File: src/rtl/lk_pkg.sv
package lk_pkg;
    typedef enum logic [1:0] {
        ST_PDOWN  = 2'd0,
        ST_SLEEP  = 2'd1,
        ST_ACQ    = 2'd2,
        ST_LOCKED = 2'd3
    } lk_state_e;
endpackage

File: src/rtl/lk_sel_resolve.sv
module lk_sel_resolve (
    input  logic clk,
    input  logic rst_n,
    input  logic sel_strap,
    input  logic sel_reg,
    input  logic sel_reg_vld,
    output logic sel_eff
);
    logic strap_q;
    logic strap_done_q;

    // strap captured once, on the first edge after reset release
    always_ff @(posedge clk or negedge rst_n) begin
        if (!rst_n) begin
            strap_q      <= 1'b0;
            strap_done_q <= 1'b0;
        end else if (!strap_done_q) begin
            strap_q      <= sel_strap;
            strap_done_q <= 1'b1;
        end
    end

    assign sel_eff = sel_reg_vld ? sel_reg : strap_q;

    AST_STRAP_HELD: assert property (@(posedge clk) disable iff (!rst_n)
        $past(strap_done_q) |-> $stable(strap_q)) else $error("strap changed");
endmodule

File: src/rtl/lk_sym_count.sv
module lk_sym_count #(
    parameter int LOCK_GOOD = 8,
    parameter int MISS_W    = 8
) (
    input  logic              clk,
    input  logic              rst_n,
    input  logic              in_acq,
    input  logic              seen,
    input  logic [MISS_W-1:0] limit,
    output logic              good_done,
    output logic              stop_hit
);
    localparam int GOOD_W = $clog2(LOCK_GOOD + 1);

    logic [GOOD_W-1:0] good_q;
    logic [MISS_W-1:0] miss_q;
    logic [MISS_W-1:0] lim_eff;

    assign lim_eff = (limit == '0) ? MISS_W'(1) : limit;

    always_ff @(posedge clk or negedge rst_n) begin
        if (!rst_n) begin
            good_q <= '0;
            miss_q <= '0;
        end else if (!in_acq) begin
            good_q <= '0;
            miss_q <= '0;
        end else if (seen) begin
            miss_q <= '0;
            if (good_q != GOOD_W'(LOCK_GOOD)) good_q <= good_q + 1'b1;
        end else begin
            good_q <= '0;
            if (miss_q != '1) miss_q <= miss_q + 1'b1;
        end
    end

    assign good_done = in_acq && seen && (good_q == GOOD_W'(LOCK_GOOD - 1));
    assign stop_hit  = in_acq && !seen &&
                       (({1'b0, miss_q} + 1'b1) >= {1'b0, lim_eff});

    AST_NO_OVERFLOW: assert property (@(posedge clk) disable iff (!rst_n)
        good_q <= GOOD_W'(LOCK_GOOD)) else $error("good count overflow");
endmodule

File: src/rtl/lk_fsm.sv
module lk_fsm
    import lk_pkg::*;
(
    input  logic clk,
    input  logic rst_n,
    input  logic pwr_dn_n,
    input  logic seen,
    input  logic sel_eff,
    input  logic good_done,
    input  logic stop_hit,
    output logic in_acq,
    output logic lock_o,
    output logic lock_oe,
    output logic pass_o,
    output logic pass_oe,
    output logic pclk_act,
    output logic pclk_oe,
    output logic data_act,
    output logic data_oe,
    output logic sleep_o,
    output logic creg_rst
);
    lk_state_e state_q, state_d;

    always_comb begin
        state_d = state_q;
        if (!pwr_dn_n) begin
            state_d = ST_PDOWN;
        end else begin
            unique case (state_q)
                ST_PDOWN:  state_d = ST_ACQ;
                ST_SLEEP:  if (seen) state_d = ST_ACQ;
                ST_ACQ: begin
                    if (good_done)     state_d = ST_LOCKED;
                    else if (stop_hit) state_d = ST_SLEEP;
                end
                ST_LOCKED: if (!seen) state_d = ST_ACQ;
            endcase
        end
    end

    always_ff @(posedge clk or negedge rst_n) begin
        if (!rst_n) state_q <= ST_PDOWN;
        else        state_q <= state_d;
    end

    always_comb begin
        lock_o = 1'b0; lock_oe = 1'b0; pass_o = 1'b0; pass_oe = 1'b0;
        pclk_act = 1'b0; pclk_oe = 1'b0; data_act = 1'b0; data_oe = 1'b0;
        sleep_o = 1'b0; creg_rst = 1'b0;
        unique case (state_q)
            ST_PDOWN: creg_rst = 1'b1;
            ST_SLEEP, ST_ACQ: begin
                sleep_o = (state_q == ST_SLEEP);
                lock_oe = 1'b1;
                pass_oe = 1'b1;
                pclk_oe = !sel_eff;
                data_oe = !sel_eff;
            end
            ST_LOCKED: begin
                lock_o = 1'b1; lock_oe = 1'b1; pass_o = 1'b1; pass_oe = 1'b1;
                pclk_act = 1'b1; pclk_oe = 1'b1; data_act = 1'b1; data_oe = 1'b1;
            end
        endcase
    end

    assign in_acq = (state_q == ST_ACQ);

    AST_PDN_HIZ: assert property (@(posedge clk) disable iff (!rst_n)
        !pwr_dn_n |=> !(lock_oe || pass_oe || pclk_oe || data_oe)) else $error("pdown not hiz");
    AST_LOCK_NEEDS_SEEN: assert property (@(posedge clk) disable iff (!rst_n)
        $rose(lock_o) |-> $past(seen) && $past(in_acq)) else $error("lock without symbol");
    AST_LOSS_DROP: assert property (@(posedge clk) disable iff (!rst_n)
        (lock_o && pwr_dn_n && !seen) |=> (!lock_o && in_acq)) else $error("lock held after loss");
    AST_SLEEP_KEEPS_REGS: assert property (@(posedge clk) disable iff (!rst_n)
        sleep_o |-> !creg_rst) else $error("sleep reset regs");
    AST_WAKE: assert property (@(posedge clk) disable iff (!rst_n)
        (sleep_o && pwr_dn_n && seen) |=> in_acq) else $error("no wake");
    AST_RELEASE: assert property (@(posedge clk) disable iff (!rst_n)
        (creg_rst && pwr_dn_n) |=> (lock_oe && !lock_o)) else $error("release");
endmodule

File: src/rtl/lk_outstate_ctrl.sv
module lk_outstate_ctrl #(
    parameter int LOCK_GOOD = 8,
    parameter int MISS_W    = 8
) (
    input  logic              clk,
    input  logic              rst_n,
    input  logic              pwr_dn_n,
    input  logic              sel_strap,
    input  logic              sel_reg,
    input  logic              sel_reg_vld,
    input  logic              clk_bits_seen,
    input  logic [MISS_W-1:0] stop_limit,
    output logic              lock_o,
    output logic              lock_oe,
    output logic              pass_o,
    output logic              pass_oe,
    output logic              pclk_act,
    output logic              pclk_oe,
    output logic              data_act,
    output logic              data_oe,
    output logic              sleep_o,
    output logic              creg_rst
);
    logic sel_eff, in_acq, good_done, stop_hit;

    lk_sel_resolve u_sel (
        .clk(clk), .rst_n(rst_n), .sel_strap(sel_strap),
        .sel_reg(sel_reg), .sel_reg_vld(sel_reg_vld), .sel_eff(sel_eff)
    );

    lk_sym_count #(.LOCK_GOOD(LOCK_GOOD), .MISS_W(MISS_W)) u_cnt (
        .clk(clk), .rst_n(rst_n), .in_acq(in_acq), .seen(clk_bits_seen),
        .limit(stop_limit), .good_done(good_done), .stop_hit(stop_hit)
    );

    lk_fsm u_fsm (
        .clk(clk), .rst_n(rst_n), .pwr_dn_n(pwr_dn_n), .seen(clk_bits_seen),
        .sel_eff(sel_eff), .good_done(good_done), .stop_hit(stop_hit),
        .in_acq(in_acq), .lock_o(lock_o), .lock_oe(lock_oe), .pass_o(pass_o),
        .pass_oe(pass_oe), .pclk_act(pclk_act), .pclk_oe(pclk_oe),
        .data_act(data_act), .data_oe(data_oe), .sleep_o(sleep_o),
        .creg_rst(creg_rst)
    );
endmodule

File: config.mk
export PLATFORM = sky130hd
export DESIGN_NAME = lk_outstate_ctrl
export DESIGN_NICKNAME = d
export VERILOG_FILES = /design/src/rtl/lk_pkg.sv /design/src/rtl/lk_sel_resolve.sv /design/src/rtl/lk_sym_count.sv /design/src/rtl/lk_fsm.sv /design/src/rtl/lk_outstate_ctrl.sv
export SDC_FILE = /design/constraint.sdc
export NUM_CORES = 1
export LEC_CHECK = 0
export BUFFER_PORTS_ARGS = -buffer_cell sky130_fd_sc_hd__buf_4
export CORE_MARGIN = 5
export CORE_UTILIZATION = 45
export DETAILED_ROUTE_END_ITERATION = 10
export PLACE_DENSITY_LB_ADDON = 0.3
export SLEW_MARGIN = 5
export SYNTH_ARGS = -nofsm -noshare
export SYNTH_HDL_FRONTEND = slang
export SYNTH_SLANG_ARGS = --single-unit
File: constraint.sdc
create_clock -name clk -period 2.9 [get_ports clk]
set_input_delay 0.435 -clock clk [delete_from_list [all_inputs] [get_ports clk]]
set_output_delay 0.435 -clock clk [all_outputs]
set_load 0.01 [all_outputs]
==> results of run 1 <==
## metal layers
layer,vias up,track usage
met4,0,0.0186
met3,0,0.0377
met1,403,0.184
li1,473,-
met5,-,0
met2,18,0.216
## what timing repair did
item                                   4_1_cts  5_1_grt
hold buffers                                 1        0
buffers inserted                             0        0
endpoints found under the hold margin       16        0
## layout make-up
class | count | share of cell area
multi-input combinational | 88 | 0.475
clock buffer | 4 | 0.0259
timing repair buffer | 25 | 0.136
inverter | 19 | 0.0509
sequential | 16 | 0.286
tap | 30 | 0.0268
## stage by stage
step                      setup WS, ns  hold slack (ns)  area (µm²)  utilization  cells
after floorplan                  0.812            0.139        1180            -    129
after global placement           0.725            0.303        1350        0.542    177
after detailed placement         0.630            0.304        1350        0.542    177
after CTS                        0.591            0.379        1400        0.560    182
after global routing             0.418            0.381        1400        0.560    182
final                            0.561            0.389        1400        0.560    182
## final timing paths
kind / end / slack [ns] / cells past startpoint
min in group asynchronous: u_cnt.miss_q[5] / 0.53 / 2
worst max-delay path: u_fsm.state_q[0] / 0.56 / 10
worst max register to register: u_fsm.state_q[0] / 0.56 / 10
worst min register to register: u_sel.strap_q / 0.51 / 1
max in group asynchronous: u_cnt.good_q[1] / 2.18 / 2
worst min-delay path: u_sel.strap_q / 0.39 / 2
## report_power, final
group	internal, mW	switching [mW]	total (mW)
clock network	0.0763	0.0674	0.144
logic	0.0372	0.0364	0.0735
registers	0.229	0.00556	0.234
total	0.342	0.109	0.452
## synth_stat cells (all sizes together)
cell / n / area [µm²]
clkbuf: 1 / 3.75
nor4: 1 / 6.26
a21oi: 12 / 60.1
and3: 2 / 12.5
o21ai: 4 / 20.0
xnor2: 5 / 43.8
nor2b: 1 / 6.26
mux2i: 3 / 30.0
nand2: 7 / 26.3
nor2: 9 / 33.8
inv: 19 / 71.3
and4: 1 / 11.3
dfrtp: 16 / 400
nand3: 5 / 25.0
a41o: 1 / 10.0
ha: 16 / 200
buf: 5 / 37.5
a211oi: 4 / 35.0
nand4: 2 / 27.5
mux2: 1 / 11.3
nand3b: 1 / 7.51
o211a: 1 / 10.0
xor2: 4 / 35.0
nor3b: 2 / 15.0
or2: 1 / 6.26
nand2b: 3 / 18.8
nand4b: 1 / 8.76
conb: 1 / 3.75
## cells by family after synthesis
group	share of synthesized area
AO/OA/AOI/OAI	0.115
adder cells (fa/ha/maj)	0.170
XOR/XNOR	0.0669
AND/OR/NAND/NOR	0.174
flip-flops	0.340
buffers and inverters	0.0956
multiplexers	0.0351
other	0.00319
## state kept, by name, indices dropped and copies added (netlist names)
register and count:
u_cnt.good_q 4, u_cnt.miss_q 8, u_fsm.state_q 2, u_sel.strap_done_q 1
u_sel.strap_q 1
==> impl_metrics.ini, run 1 <==
[timing]
timing.final.crit_share = 0.806
finClkSkew_ns = 0.00782
rsz0062_at_grt = false
fmax_ghz = 0.428
finalSetupTns_ns = 0
setup_viol = 0
drv_slew = 0
fin_crit_ns = 2.34
hold_viol_final = 0

[clocking]
cts.sink_count = 16
clockBufferDepth = 2
cts_resized = 0
cts_tree = done
clk_pin_slew_ns = 0.10
cts_made_buffers = 3
clkLatencyLatePin_ns = 0.28
clock-root-buffer = clkbuf_4
cts_max_level = 1

[finish]
regArea_um2 = 400
nets = 184
final_cell_mix = 24 x buf_4, 19 x inv_1, 16 x ha_1, 16 x dfrtp_1, 12 x a21oi_1
syn_to_final_growth_pct = 18.9
n_antenna_cell = 0
multi_input_area_um2 = 664
drive_gt1_frac = 0.217
fillers = 228
final_common_cell = buf_4

[min_path]
min_from = sel_strap
hold_path.class = input port to flop

[pwr]
p_total_uw = 452
power.leakage_nw = 0.778
peakVddDrop_mv = 0.265
power.density_nw_per_um2 = 323

[worst_setup_path]
required_ns = 3.10
crit_path_top_delay_cell = dfrtp_1
critPathLaunchType = flop
critPathTopFamily = compound AO/OA/AOI/OAI gates
worstPathArrival_ns = 2.54
crit_chain = ha_1, nand3_1, xor2_1, inv_1, ha_1, a211oi_1, nor2_1, nor3b_1, o21ai_0, a211oi_2
r2r_start = u_cnt.miss_q[0]
crit_buf_inv = 1
worstPathMaxFanout = 5
worstSetupPathType = flop to flop
end_kind = flop
crit_path_start = u_cnt.miss_q[0]
cp_slowest_stage_delay_ns = 0.44
cp_common_cell = ha_1

[detailed_routing]
top_layer_used = met3
wl_per_cell_um = 12.0
wl_um = 2180
ant_nets = 0
routedLengthMet1_um = 1020
via_per_inst = 4.91
met3WireLength_um = 121
drt_iter0_markers = 28
dr_wl_met2_um = 1040
dr.pass1.iters = 4
drc = 0
num_vias = 894

[grt]
grt_pass1_vias = 902
grt_pass1_wl_um = 3830
antenna_found_initial = 0
grt_max_degree = 17
grt-ovfl-total = 0
grt.total_usage = 0.134

[run]
maxCapViolations = 0

[floorplanning]
pin_count = 25
die_h_um = 61.2
core_um2 = 2500
start_util = 0.471
fp.dieArea_um2 = 3740
die_x_um = 61.2
rows = 18

[synth]
yosys_warnings = 0
syn_area_um2 = 1180
ys_seq_elements = 16
avgSynthCellArea_um2 = 9.13
seq_area_frac_synth = 0.340
syn_nets = 160
synth_cells = 129
ys_types = 30

[place]
gp_congestion = 0.815
place_hpwl_um = 1790
port_buffers = 24

[run_status]
status = completed
No activity file was read; power rests on OpenSTA's default activity.
==> run 2, diff against run 1 <==
==> constraint.sdc (replaced) <==
create_clock -name clk -period 2.33 [get_ports clk]
set_input_delay 0.3495 -clock clk [delete_from_list [all_inputs] [get_ports clk]]
set_output_delay 0.3495 -clock clk [all_outputs]
set_load 0.01 [all_outputs]
==> run 2 against run 1 <==
  * Register-to-register slack got worse by 0.36 ns
  * Power increased by 26%
  * Count of clock-buffer cells in the layout unchanged
==> impl_metrics.ini, run 2 (same netlist as run 1, synthesis figures left out) <==
[clocking]
cts.sink_count = 16
clk_pin_slew_ns = 0.10
cts_made_buffers = 3
clock-root-buffer = clkbuf_4
clockBufferDepth = 2
cts_max_level = 1
clkLatencyLatePin_ns = 0.30
cts_tree = done
cts_setup_buffers = 0

[floorplanning]
fp.dieArea_um2 = 3740
rows = 18
start_util = 0.471
pin_count = 25
die_h_um = 61.2
die_x_um = 61.2
core_um2 = 2500

[detailed_routing]
routedLengthMet1_um = 1080
wl_um = 2290
dr.pass1.iters = 4
wl_per_cell_um = 12.6
num_vias = 926
via_per_inst = 5.09
top_layer_used = met4
drt_iter0_markers = 25
ant_nets = 0
met3WireLength_um = 92
dr_wl_met2_um = 1090
drc = 0

[finish]
nets = 184
largest_register = u_cnt.miss_q
largest_reg_flops = 8
top_regs = u_cnt.miss_q: 8 flops, u_cnt.good_q: 4 flops, u_fsm.state_q: 2 flops
syn_to_final_growth_pct = 20.0
fillers = 239
final_common_cell = buf_4
fin_area_um2 = 1410
final_cell_mix = 24 x buf_4, 19 x inv_1, 15 x ha_1
n_antenna_cell = 0
drive_gt1_frac = 0.250

[worst_setup_path]
crit_path_start = u_cnt.miss_q[3]
worstPathMaxFanout = 4
crit_chain = nand3_1, nor2_2, and3_1, xnor2_1, inv_1, ha_1, o21ai_0, nor2_1, nor3b_2, o21ai_1, a211oi_2
cp_slowest_stage_delay_ns = 0.41
critPathLaunchType = flop
worstSetupPathType = flop to flop
crit_path_top_delay_cell = dfrtp_1
worstPathArrival_ns = 2.35
r2r_start = u_cnt.miss_q[3]
required_ns = 2.55
end_kind = flop

[place]
place_hpwl_um = 1870
gp_congestion = 0.815
post_dp_cell_area_um2 = 1350
port_buffers = 24

[timing]
rsz0062_at_grt = false
drv_slew = 0
setup_viol = 0
fin_crit_ns = 2.13
timing.final.crit_share = 0.913
finClkSkew_ns = 0.0139
fmax_ghz = 0.470
finalSetupTns_ns = 0
hold_viol_final = 0

[grt]
grt.total_usage = 0.133
grt_pass1_vias = 877
grt_pass1_wl_um = 3700
antenna_found_initial = 0
grt_max_degree = 17
grt-ovfl-total = 0

[run_status]
status = completed

[pwr]
peakVddDrop_mv = 0.278
power.leakage_nw = 0.775
power.switching_uw = 143
seq_power_share = 0.513
power.density_nw_per_um2 = 403
pwr-share-clk = 0.324
power.internal_uw = 427
p_comb_frac = 0.163
switching_share = 0.250

[run]
maxCapViolations = 0

[min_path]
min_from = pwr_dn_n
hold_path.class = input port to flop
run 2: cell counts in the layout (fill, tap and decap cells not counted):
No cell type changed its count.
run 2: timing repair:
item	CTS	global route
hold buffers	1	0
gates resized for setup	0	6
endpoints found under the hold margin	16	0
endpoints found under the setup margin	0	2
run 2: per-stage QoR:
| step | setup WS [ns] | hold WS [ns] | utilization | std cells | power, mW |
|---|---|---|---|---|---|
| after floorplan | 0.242 | 0.0539 | - | 129 | 0.346 |
| after global placement | 0.155 | 0.218 | 0.542 | 177 | 0.385 |
| after detailed placement | 0.0273 | 0.219 | 0.542 | 177 | 0.390 |
| after CTS | 0.0131 | 0.279 | 0.560 | 182 | 0.579 |
| after global routing | 0.0318 | 0.276 | 0.565 | 182 | 0.603 |
| final | 0.203 | 0.287 | 0.565 | 182 | 0.570 |
run 2: layout make-up:
| class | instances | area (µm²) | area share |
|---|---|---|---|
| multi-input combinational | 88 | 674 | 0.477 |
| sequential | 16 | 403 | 0.285 |
| timing repair buffer | 25 | 190 | 0.135 |
| inverter | 19 | 71.3 | 0.0505 |
| tap | 30 | 37.5 | 0.0266 |
| clock buffer | 4 | 36.3 | 0.0257 |
run 2: critical path: cells and delay by family (launching register included):
family | cells | cell delay (ns)
AOI/OAI and AO/OA | 3 | 0.41
xor gates and xnor gates | 1 | 0.15
adders and majority gates | 1 | 0.31
buffers and inverters | 1 | 0.08
DFF | 1 | 0.41
and+or+nand+nor | 5 | 0.72
run 2: path summary, 6_finish.rpt:
path / endpoint / slack (ns) / cells after the start
hold reg to reg: u_sel.strap_q / 0.51 / 1
setup reg to reg: u_fsm.state_q[0] / 0.20 / 11
min in group asynchronous: u_cnt.good_q[3] / 0.43 / 2
setup / recovery: u_fsm.state_q[0] / 0.20 / 11
max in group asynchronous: u_cnt.miss_q[2] / 1.69 / 2
hold / removal: u_fsm.state_q[0] / 0.29 / 3
run 2: layer usage:
metal  global-route usage  vias to the layer above
met1                0.181                      426
li1                     -                      476
met4               0.0557                        0
met5                    0                        -
met2                0.205                       21
met3               0.0252                        3
run 2: power by group through the flow:
| stage | sequential (mW) | clock [mW] | combinational (mW) |
|---|---|---|---|
| floorplan | 0.296 | 0 | 0.0506 |
| global placement | 0.297 | 0 | 0.0884 |
| detailed placement | 0.297 | 0 | 0.0922 |
| CTS | 0.292 | 0.193 | 0.0941 |
| global route | 0.293 | 0.204 | 0.106 |
| finish | 0.292 | 0.184 | 0.0929 |
==> run 3, diff against run 2 <==
--- a/config.mk
+++ b/config.mk
@@ -5,12 +5,12 @@
 export SDC_FILE = /design/constraint.sdc
 export NUM_CORES = 1
 export LEC_CHECK = 0
-export BUFFER_PORTS_ARGS = -buffer_cell sky130_fd_sc_hd__buf_4
+export BUFFER_PORTS_ARGS = -buffer_cell sky130_fd_sc_hd__buf_2
 export CORE_MARGIN = 5
 export CORE_UTILIZATION = 45
 export DETAILED_ROUTE_END_ITERATION = 10
 export PLACE_DENSITY_LB_ADDON = 0.3
-export SLEW_MARGIN = 5
+export SLEW_MARGIN = 20
 export SYNTH_ARGS = -nofsm -noshare
 export SYNTH_HDL_FRONTEND = slang
 export SYNTH_SLANG_ARGS = --single-unit
==> constraint.sdc (replaced) <==
create_clock -name clk -period 2.1 [get_ports clk]
set_input_delay 0.315 -clock clk [delete_from_list [all_inputs] [get_ports clk]]
set_output_delay 0.315 -clock clk [all_outputs]
set_load 0.01 [all_outputs]
==> run 3 against run 2 <==
  * Utilization increased by 7.6 points
  * Routed wire length rose by 8.4%
  * Sequential cell count is the same
  * Largest power group unchanged
  * Combinational power grew 15%
  * Via count increased by 4.3%
  * Global-route usage up 0.43 points
  * Die area unchanged
  * First-iteration DRC count rose by 4.0%
  * Critical path type unchanged
  * Worst hold slack got worse by 0.030 ns
  * Sequential share of layout area shrank 3.4 points
  * Sequential power up 11%
==> impl_metrics.ini, run 3 (same netlist as run 1, synthesis figures left out) <==
[run_status]
status = completed

[detailed_routing]
drc = 0
drt_iter0_markers = 26
wl_um = 2490
dr.pass1.iters = 4
wl_per_cell_um = 12.6
num_vias = 966
ant_nets = 0
via_per_inst = 4.90

[finish]
n_antenna_cell = 0
syn_to_final_growth_pct = 36.0
final_cell_mix = 24 x buf_2, 19 x inv_1, 15 x buf_4
largest_register = u_cnt.miss_q
nets = 199
drive_gt1_frac = 0.425
largest_reg_flops = 8
final_common_cell = buf_2
post-route-util = 0.641
fillers = 203
top_regs = u_cnt.miss_q: 8 flops, u_cnt.good_q: 4 flops, u_fsm.state_q: 2 flops

[worst_setup_path]
worstPathMaxFanout = 3
reg2reg_depth = 9
critPathLaunchType = flop
worstPathArrival_ns = 2.25
worstSetupPathType = flop to flop
required_ns = 2.31
end_kind = flop

[clocking]
cts_made_buffers = 3
clk_pin_slew_ns = 0.09
cts_max_level = 1
clkLatencyLatePin_ns = 0.28
clockBufferDepth = 2
cts_tree = done
cts.sink_count = 16
clock-root-buffer = clkbuf_4

[place]
place_hpwl_um = 1890
gp_congestion = 0.801
port_buffers = 24

[floorplanning]
rows = 18
die_x_um = 61.2
fp.dieArea_um2 = 3740
core_um2 = 2500
start_util = 0.471
pin_count = 25
die_h_um = 61.2

[pwr]
pwr-share-clk = 0.317
p_comb_frac = 0.169
p_total_uw = 632
seq_power_share = 0.514
power.switching_uw = 159
switching_share = 0.252
peakVddDrop_mv = 0.379
power.leakage_nw = 0.840
power.density_nw_per_um2 = 395
power.internal_uw = 473

[grt]
grt_pass1_wl_um = 3830
grt_max_degree = 17
grt_pass1_vias = 932
grt-ovfl-total = 0
grtUsageMet3 = 0.0314
grt_use_met2 = 0.218
grt-busiest-layer = met2
antenna_found_initial = 0
globalRouteMet1Util = 0.185
grt.total_usage = 0.137

[timing]
finClkSkew_ns = 0.00243
setup_viol = 0
finalSetupTns_ns = 0
fin_crit_ns = 2.04
timing.final.crit_share = 0.972
fmax_ghz = 0.490
rsz0062_at_grt = true
drv_slew = 0
hold_viol_final = 0

[run]
maxCapViolations = 0

[min_path]
holdPathStages = 2
hold_path.class = input port to flop
-- run 3: cell count changes in the layout (fill, tap and decap cells not counted), moves of 2 or more --
cell	previous run	this run
buf_2	0	24
buf_4	24	15
ha_1	15	11
ha_4	0	4
nand2_1	7	5
nand2_2	0	2
nand3_1	5	3
o21ai_2	0	2
xnor2_1	5	2
xnor2_2	0	3
xor2_1	4	2
xor2_2	0	2
-- run 3: worst paths after layout --
path                                          from          endpoint  slack, ns
max in group asynchronous                    rst_n   u_cnt.miss_q[0]       1.35
worst max-delay path               u_cnt.miss_q[4]  u_fsm.state_q[0]       0.06
worst max register to register     u_cnt.miss_q[4]  u_fsm.state_q[0]       0.06
min in group asynchronous                    rst_n   u_cnt.miss_q[3]       0.47
worst min-delay path                     sel_strap     u_sel.strap_q       0.26
worst min register to register  u_sel.strap_done_q     u_sel.strap_q       0.51
-- run 3: metrics by stage --
| step | hold WS [ns] | cells | cell area [µm²] | setup slack [ns] |
|---|---|---|---|---|
| 2_1_floorplan | 0.0194 | 129 | 1180 | 0.0122 |
| 3_3_place_gp | 0.239 | 187 | 1370 | -0.0213 |
| 3_5_place_dp | 0.254 | 187 | 1370 | -0.149 |
| 4_1_cts | 0.243 | 194 | 1470 | 0.00422 |
| 5_1_grt | 0.232 | 197 | 1600 | -0.0489 |
| 6_report | 0.258 | 197 | 1600 | 0.0586 |
-- run 3: area by class of cell --
type	count	area, µm²	area share
Clock buffer	4	36.3	0.0227
Inverter	19	71.3	0.0445
Multi-Input combinational cell	88	811	0.506
Sequential cell	16	403	0.252
Tap cell	30	37.5	0.0234
Timing Repair Buffer	40	243	0.152
-- run 3: what timing repair did --
action / in CTS / in global routing
setup endpoints to repair: 2 / 2
resized for setup: 9 / 19
endpoints found under the hold margin: 16 / 0
buffers inserted: 2 / 3
hold buffers: 1 / 0
pin swaps: 9 / 9
-- run 3: critical path, stage by stage, from the launching register on --
cell	delay (ns)
dfrtp_1	0.40
nand3_2	0.11
nor2_4	0.14
and3_4	0.20
xnor2_2	0.11
inv_1	0.10
ha_4	0.28
nand4_1	0.17
o211a_1	0.27
a211oi_2	0.18
-- run 3: metal layers --
| layer | wire (µm) | vias to the layer above |
|---|---|---|
| met5 | 0 | - |
| met4 | 23 | 0 |
| met1 | 1160 | 441 |
| li1 | - | 504 |
| met2 | 1210 | 16 |
| met3 | 88 | 5 |
-- run 3: power groups by stage --
stage               Clock [mW]  Combinational (mW)  Sequential, mW
global route             0.227               0.123           0.327
global placement             0              0.0918           0.329
CTS                      0.212              0.0997           0.323
floorplan                    0              0.0562           0.328
detailed placement           0              0.0953           0.329
finish                   0.200               0.107           0.325
